File: config.mk
export PLATFORM = sky130hd
export DESIGN_NAME = tmr_event_timer
export DESIGN_NICKNAME = d
export VERILOG_FILES = /design/src/rtl/tmr_pkg.sv /design/src/rtl/tmr_prescaler.sv /design/src/rtl/tmr_counter.sv /design/src/rtl/tmr_cmp_chan.sv /design/src/rtl/tmr_event_timer.sv
export SDC_FILE = /design/constraint.sdc
export NUM_CORES = 1
export LEC_CHECK = 0
export ABC_AREA = 1
export CELL_PAD_IN_SITES_DETAIL_PLACEMENT = 2
export CELL_PAD_IN_SITES_GLOBAL_PLACEMENT = 2
export CORE_UTILIZATION = 38
export CTS_CLUSTER_DIAMETER = 100
export CTS_CLUSTER_SIZE = 14
export DETAILED_ROUTE_END_ITERATION = 7
export DONT_BUFFER_PORTS = 1
export HOLD_SLACK_MARGIN = 0.02
export MAX_ROUTING_LAYER = met4
export PLACE_DENSITY_LB_ADDON = 0.1
export SLEW_MARGIN = 20
export SYNTH_ARGS = -nofsm -noshare
export SYNTH_HDL_FRONTEND = slang
export SYNTH_HIERARCHICAL = 1
export SYNTH_SLANG_ARGS = --single-unit
File: constraint.sdc
create_clock -name clk -period 4.8 [get_ports clk]
set_clock_uncertainty 0.15 [all_clocks]
set_input_delay 0.48 -clock clk [delete_from_list [all_inputs] [get_ports clk]]
set_output_delay 0.48 -clock clk [all_outputs]
set_load 0.02 [all_outputs]
File: src/rtl/tmr_pkg.sv
package tmr_pkg;
  localparam int DATA_W = 16;
  localparam int ADDR_W = 2;

  localparam logic [ADDR_W-1:0] ADDR_CTRL = 2'd0;
  localparam logic [ADDR_W-1:0] ADDR_CNT  = 2'd1;
  localparam logic [ADDR_W-1:0] ADDR_CMPA = 2'd2;

  localparam int NUM_CH     = 2;
  localparam int BIT_EN     = 15;
  localparam int BIT_STAT   = 7;
  localparam int BIT_FLAG0  = 5;
  localparam int SCALE_LO   = 0;
  localparam logic [1:0] MODE_IRQ = 2'd3;

  // channel 0 = CMPA (mode at 11:10), channel 1 = CMPB (mode at 9:8)
  function automatic int mode_pos(input int ch);
    return 10 - 2 * ch;
  endfunction
endpackage

File: src/rtl/tmr_prescaler.sv
module tmr_prescaler #(
  parameter int SCALE_W   = 4,
  parameter int MAX_SCALE = 8
) (
  input  logic               clk,
  input  logic               rst,
  input  logic               run,
  input  logic               ref_tick,
  input  logic               restart,
  input  logic [SCALE_W-1:0] scale,
  output logic               tick
);
  localparam int PRE_W = (MAX_SCALE < 1) ? 1 : MAX_SCALE;

  logic [SCALE_W-1:0] eff_scale;
  logic [PRE_W:0]     span;
  logic [PRE_W:0]     limit;
  logic [PRE_W:0]     pcnt_q;
  logic               at_limit;

  always_comb begin
    eff_scale = (scale > SCALE_W'(MAX_SCALE)) ? SCALE_W'(MAX_SCALE) : scale;
    span      = (PRE_W+1)'(1) << eff_scale;
    limit     = span - (PRE_W+1)'(1);
    at_limit  = (pcnt_q >= limit);
    tick      = run && ref_tick && !restart && at_limit;
  end

  always_ff @(posedge clk) begin
    if (rst) begin
      pcnt_q <= '0;
    end else if (restart) begin
      pcnt_q <= '0;
    end else if (run && ref_tick) begin
      pcnt_q <= at_limit ? '0 : pcnt_q + (PRE_W+1)'(1);
    end
  end
endmodule

File: src/rtl/tmr_counter.sv
module tmr_counter #(
  parameter int CNT_W = 16
) (
  input  logic             clk,
  input  logic             rst,
  input  logic             load,
  input  logic [CNT_W-1:0] load_val,
  input  logic             step,
  output logic [CNT_W-1:0] cnt_q,
  output logic [CNT_W-1:0] cnt_next
);
  assign cnt_next = cnt_q + CNT_W'(1);

  always_ff @(posedge clk) begin
    if (rst) begin
      cnt_q <= '0;
    end else if (load) begin
      cnt_q <= load_val;
    end else if (step) begin
      cnt_q <= cnt_next;
    end
  end
endmodule

File: src/rtl/tmr_cmp_chan.sv
module tmr_cmp_chan #(
  parameter int CNT_W = 16
) (
  input  logic             clk,
  input  logic             rst,
  input  logic             cmp_wr,
  input  logic [CNT_W-1:0] cmp_wval,
  input  logic             step,
  input  logic [CNT_W-1:0] cnt_next,
  input  logic             flag_clr,
  output logic [CNT_W-1:0] cmp_q,
  output logic             flag_q,
  output logic             flag_d
);
  logic hit;

  always_comb begin
    hit    = step && (cnt_next == cmp_q);
    flag_d = hit || (flag_q && !flag_clr);
  end

  always_ff @(posedge clk) begin
    if (rst) begin
      cmp_q  <= '0;
      flag_q <= 1'b0;
    end else begin
      flag_q <= flag_d;
      if (cmp_wr) cmp_q <= cmp_wval;
    end
  end
endmodule

File: src/rtl/tmr_event_timer.sv
module tmr_event_timer
  import tmr_pkg::*;
#(
  parameter int CNT_W     = 16,
  parameter int SCALE_W   = 4,
  parameter int MAX_SCALE = 8
) (
  input  logic              clk,
  input  logic              rst,
  input  logic              ref_tick,
  input  logic              wr_en,
  input  logic [ADDR_W-1:0] addr,
  input  logic [DATA_W-1:0] wdata,
  output logic [DATA_W-1:0] rdata,
  output logic              irq
);
  logic                           ctrl_wr, cnt_wr;
  logic                           en_q, stat_q;
  logic [SCALE_W-1:0]             scale_q;
  logic [NUM_CH-1:0][1:0]         mode_q, mode_d;
  logic [NUM_CH-1:0]              flag_q, flag_d, flag_clr, cmp_wr, irq_sel;
  logic [NUM_CH-1:0][CNT_W-1:0]   cmp_val;
  logic [CNT_W-1:0]               cnt_q, cnt_next;
  logic                           tick;
  logic [DATA_W-1:0]              ctrl_word, rd_mux;
  logic                           irq_q;
  logic [DATA_W-1:0]              rdata_q;

  assign ctrl_wr = wr_en && (addr == ADDR_CTRL);
  assign cnt_wr  = wr_en && (addr == ADDR_CNT);

  tmr_prescaler #(.SCALE_W(SCALE_W), .MAX_SCALE(MAX_SCALE)) pre_i (
    .clk(clk), .rst(rst), .run(en_q), .ref_tick(ref_tick),
    .restart(cnt_wr), .scale(scale_q), .tick(tick)
  );

  tmr_counter #(.CNT_W(CNT_W)) cnt_i (
    .clk(clk), .rst(rst), .load(cnt_wr), .load_val(wdata[CNT_W-1:0]),
    .step(tick), .cnt_q(cnt_q), .cnt_next(cnt_next)
  );

  for (genvar ch = 0; ch < NUM_CH; ch++) begin : g_ch
    localparam int MP = mode_pos(ch);
    assign cmp_wr[ch]   = wr_en && (addr == ADDR_CMPA + ADDR_W'(ch));
    assign flag_clr[ch] = ctrl_wr && wdata[BIT_FLAG0 + ch];
    assign mode_d[ch]   = ctrl_wr ? wdata[MP+1:MP] : mode_q[ch];
    assign irq_sel[ch]  = (mode_d[ch] == MODE_IRQ);

    tmr_cmp_chan #(.CNT_W(CNT_W)) chan_i (
      .clk(clk), .rst(rst), .cmp_wr(cmp_wr[ch]), .cmp_wval(wdata[CNT_W-1:0]),
      .step(tick), .cnt_next(cnt_next), .flag_clr(flag_clr[ch]),
      .cmp_q(cmp_val[ch]), .flag_q(flag_q[ch]), .flag_d(flag_d[ch])
    );
  end

  always_ff @(posedge clk) begin
    if (rst) begin
      en_q    <= 1'b0;
      stat_q  <= 1'b0;
      scale_q <= '0;
      mode_q  <= '0;
    end else begin
      mode_q <= mode_d;
      if (ctrl_wr) begin
        en_q    <= wdata[BIT_EN];
        scale_q <= wdata[SCALE_LO +: SCALE_W];
        stat_q  <= 1'b1;
      end
    end
  end

  always_comb begin
    ctrl_word = '0;
    ctrl_word[BIT_EN]   = en_q;
    ctrl_word[BIT_STAT] = stat_q;
    ctrl_word[SCALE_LO +: SCALE_W] = scale_q;
    for (int ch = 0; ch < NUM_CH; ch++) begin
      ctrl_word[BIT_FLAG0 + ch] = flag_q[ch];
      ctrl_word[mode_pos(ch) +: 2] = mode_q[ch];
    end
    case (addr)
      ADDR_CTRL: rd_mux = ctrl_word;
      ADDR_CNT:  rd_mux = DATA_W'(cnt_q);
      ADDR_CMPA: rd_mux = DATA_W'(cmp_val[0]);
      default:   rd_mux = DATA_W'(cmp_val[1]);
    endcase
  end

  always_ff @(posedge clk) begin
    if (rst) begin
      irq_q   <= 1'b0;
      rdata_q <= '0;
    end else begin
      irq_q   <= |(flag_d & irq_sel);
      rdata_q <= rd_mux;
    end
  end

  assign irq   = irq_q;
  assign rdata = rdata_q;
endmodule


==> flow_metrics.tcl <==
set metrics [dict create \
    max_clock_freq_ghz 0.290 \
    totalNegativeSetupSlack_ns 0 \
    cp_data_required_time_ns 4.94 \
    first_pass_grt_wire_length_mm 28.4 \
    synth.cell_area_sq_mm 0.00497 \
    initial_standard_cell_utilization_of_the_core_pct 39.3 \
    critPathKind "reg -> reg" \
    cp_slowest_cell "dfxtp_1" \
    finalWirelength_mm 18.0 \
    vias 4740 \
    grt_start_max_net_pins 56 \
    post_synth_main_area_contributors "dfxtp_1 (35%), nand2_1 (19%), inv_1 (7.3%), nor2_1 (6.6%), ha_1 (3.0%)" \
    worstMarginPinSlew_ns 0.915 \
    crit_path_start "scale_q[2]" \
    tritoncts "done" \
    ys.warnings.count 6 \
    drive_above_1_share_pct 9.34 \
    worst_hold_path_type "in -> reg" \
    portion_of_the_clock_cycle_consumed_by_the_worst_path_in_the_final_layout_pct 71.8 \
    timing.critical_path.from_type "flip-flop" \
    most_common_cell_on_crit_path "nand2_1" \
    cts.sink_count 86 \
    drc 0 \
    path_cells "inv_1, nand3_1, ha_1, nand2_1, xor2_1, ha_1, nand2_1, nor2_1, nand3_1, nand4_1, nand2_1, nor2_1, a21boi_0, nand3_1, nor2_1, nand2_1, nand2_1, inv_1, nor2_1, nand2_1, nand2_1" \
    rr_startpoint "scale_q[2]" \
    max_slew_margin_pct 38.9 \
    ctsHtreeMaxLevel 3 \
    num_antenna_cells 0 \
    finalNetCount 769 \
    io_buffer_count 0 \
    initial_antenna_violation_count 0 \
    timing.final.setup_violations 0 \
    mappedNetlistNets 778 \
    synth_seq_cells 86 \
    synth_sequential_area_ratio_pct 34.6 \
    worstSetupEndpointType "flip-flop" \
    timing.critical_path.arrival_ns 3.59 \
    finalPower_mw 1.73 \
    report.final.slew_viol_count 0 \
    fin_crit_ns 3.44 \
    num_io_pins 39 \
    drt_pre_antenna_iters 4 \
    via_count_of_the_first_global_routing_pass 5101 \
    dieArea_sq_mm 0.0136 \
    reg2regPathDepth 21 \
    final_cell_mix "nand2_1 (246), inv_1 (97), nor2_1 (87)" \
    numCtsBuffers 9 \
    synth.distinct_cells 39 \
    detail-route-antenna-nets 0 \
    irDropWorstVdd_v 0.000128 \
    yosys.area.top_type_share_pct 34.6 \
    post_cts_hold_buffer_count 0 \
    die-width_um 116 \
    ratio_of_routed_vias_to_standard_cells 5.20 \
    die-height_um 116 \
    post_synth.cell_area_avg_sq_um 6.69 \
    post-synth-top-area-cell "dfxtp_1" \
    layout.cells.most_common "nand2_1" \
    gp_routability_congestion 0.860 \
    core_sq_mm 0.0127 \
    detail_route.wl_per_cell_um 19.7 \
    worstSkewPairLatency_ns 0.35 \
    clk_root_buffer_cell "clkbuf_16" \
    worstReg2RegEnd "irq" \
    unrepaired_setup_endpoints_after_global_routing "no" \
    maxCapViolCount 0 \
    drt_first_iter_violations 161 \
    post-place-cells 896 \
    critPathCapture "irq" \
    min_path_cells 1 \
    dp_hpwl_mm 12.9 \
    post_synth_inst_count 744 \
    cts.clk_slew.worst_paths_ns 0.06 \
    grt_util_all_layers_pct 29.2 \
    whs_ns 0.0505 \
    timing.critical_path.fanout_max 7 \
    std_cell_rows 41 \
    power.density_mw_per_mm2 322 \
    run_status "finished, final reports clean" \
    final_hold_viol_count 0 \
    maximum_clock_insertion_buffer_count 2 \
    stdcell_count 911 \
    timing.reg2reg.setup_slack_ns 1.36 \
    critPathMaxStageDelay_ns 0.44 \
    p_leak_nw 2.29 \
    cts_setup_buffers 0 \
    filler_cell_count 1572 \
    syn_to_final_growth_pct 7.97 \
    grt-ovfl-total 0 \
    gates_resized_cts_repair 0 \
]
-- worst max-delay path: cells and delay by family, from the launching register on --
family	cells	cell delay [ns]
simple gates	15	1.76
compound gates	1	0.21
fa+ha+maj	2	0.51
xor+xnor	1	0.15
buf+inv	2	0.19
flops	1	0.44
-- area by class of cell --
| type | instances | area (sq um) | area share, % |
|---|---|---|---|
| inverter | 106 | 399 | 7.43 |
| clock buffer | 12 | 256 | 4.78 |
| multi-input combinational | 529 | 2690 | 50.1 |
| clock inverter | 3 | 67.6 | 1.26 |
| tap | 172 | 215 | 4.01 |
| sequential | 86 | 1720 | 32.1 |
| timing repair buffer | 3 | 22.5 | 0.419 |
-- routing by layer --
metal  vias up  wire length, um  global-route usage (%)
met5         -                0                       -
met2        62             8680                    47.7
met1      2367             8330                    36.8
met4         0              312                    9.32
met3        18              671                    4.67
li1       2293                -                       -
-- report_power, final --
part,switching (mW),total [mW],internal (mW)
registers,0.0295,0.768,0.739
logic,0.123,0.181,0.0582
clock network,0.299,0.781,0.482
total,0.451,1.73,1.28
-- worst min-delay path by stage --
stage                                        from                      end
final                                         rst            ctrl_word[11]
after detailed placement  g_ch[0].chan_i/cmp_q[2]  g_ch[0].chan_i/cmp_q[2]
after global placement                     stat_q                   stat_q
after floorplan                            stat_q                   stat_q
after CTS                                     rst    g_ch[1].chan_i/flag_q
after global routing                          rst           cnt_i/cnt_q[8]
-- sequential cells by signal (all words and copies together), names as in the netlist, 2 cells and up --
| register | cells |
|---|---|
| g_ch.chan_i/cmp_q | 32 |
| cnt_i/cnt_q | 16 |
| rdata | 16 |
| pre_i/pcnt_q | 9 |
| ctrl_word | 4 |
| scale_q | 4 |
| g_ch.chan_i/flag_q | 2 |
-- per-stage QoR --
stage,worst slack [ns],utilization [%],cell area (sq um)
after floorplan,2.05,-,4970
after global placement,1.75,39.8,5050
after detailed placement,1.50,39.8,5050
after CTS,1.35,42.4,5370
after global routing,1.04,42.4,5370
final,1.36,42.4,5370
-- cell usage after synthesis, drive strengths merged --
| master | n |
|---|---|
| nand2 | 258 |
| inv | 104 |
| nor2 | 103 |
| dfxtp | 86 |
| a21oi | 30 |
| nand3 | 24 |
| nand4 | 19 |
| a211oi | 18 |
| buf | 18 |
| o21ai | 14 |
| xnor2 | 13 |
| ha | 12 |
| a22oi | 11 |
| xor2 | 10 |
| clkbuf | 5 |
| a31oi | 3 |
| and2 | 3 |
| a21boi | 2 |
| a31o | 2 |
| clkinv | 2 |
| nand3b | 2 |
| nor3 | 2 |
| conb | 1 |
| o21a | 1 |
| o21bai | 1 |
-- kinds of logic (layout without fill, tap and decap cells) --
family	after synthesis	count (layout)	synth area share, %
AND/OR/NAND/NOR	411	411	35.7
AO/OA/AOI/OAI	82	82	10.7
other	1	1	0.0754
XOR/XNOR	23	23	4.35
adder cells (fa/ha/maj)	12	12	3.02
flip-flops	86	86	34.6
buffers and inverters	129	124	11.5
Note: power is estimated with default switching activity, not from simulation.
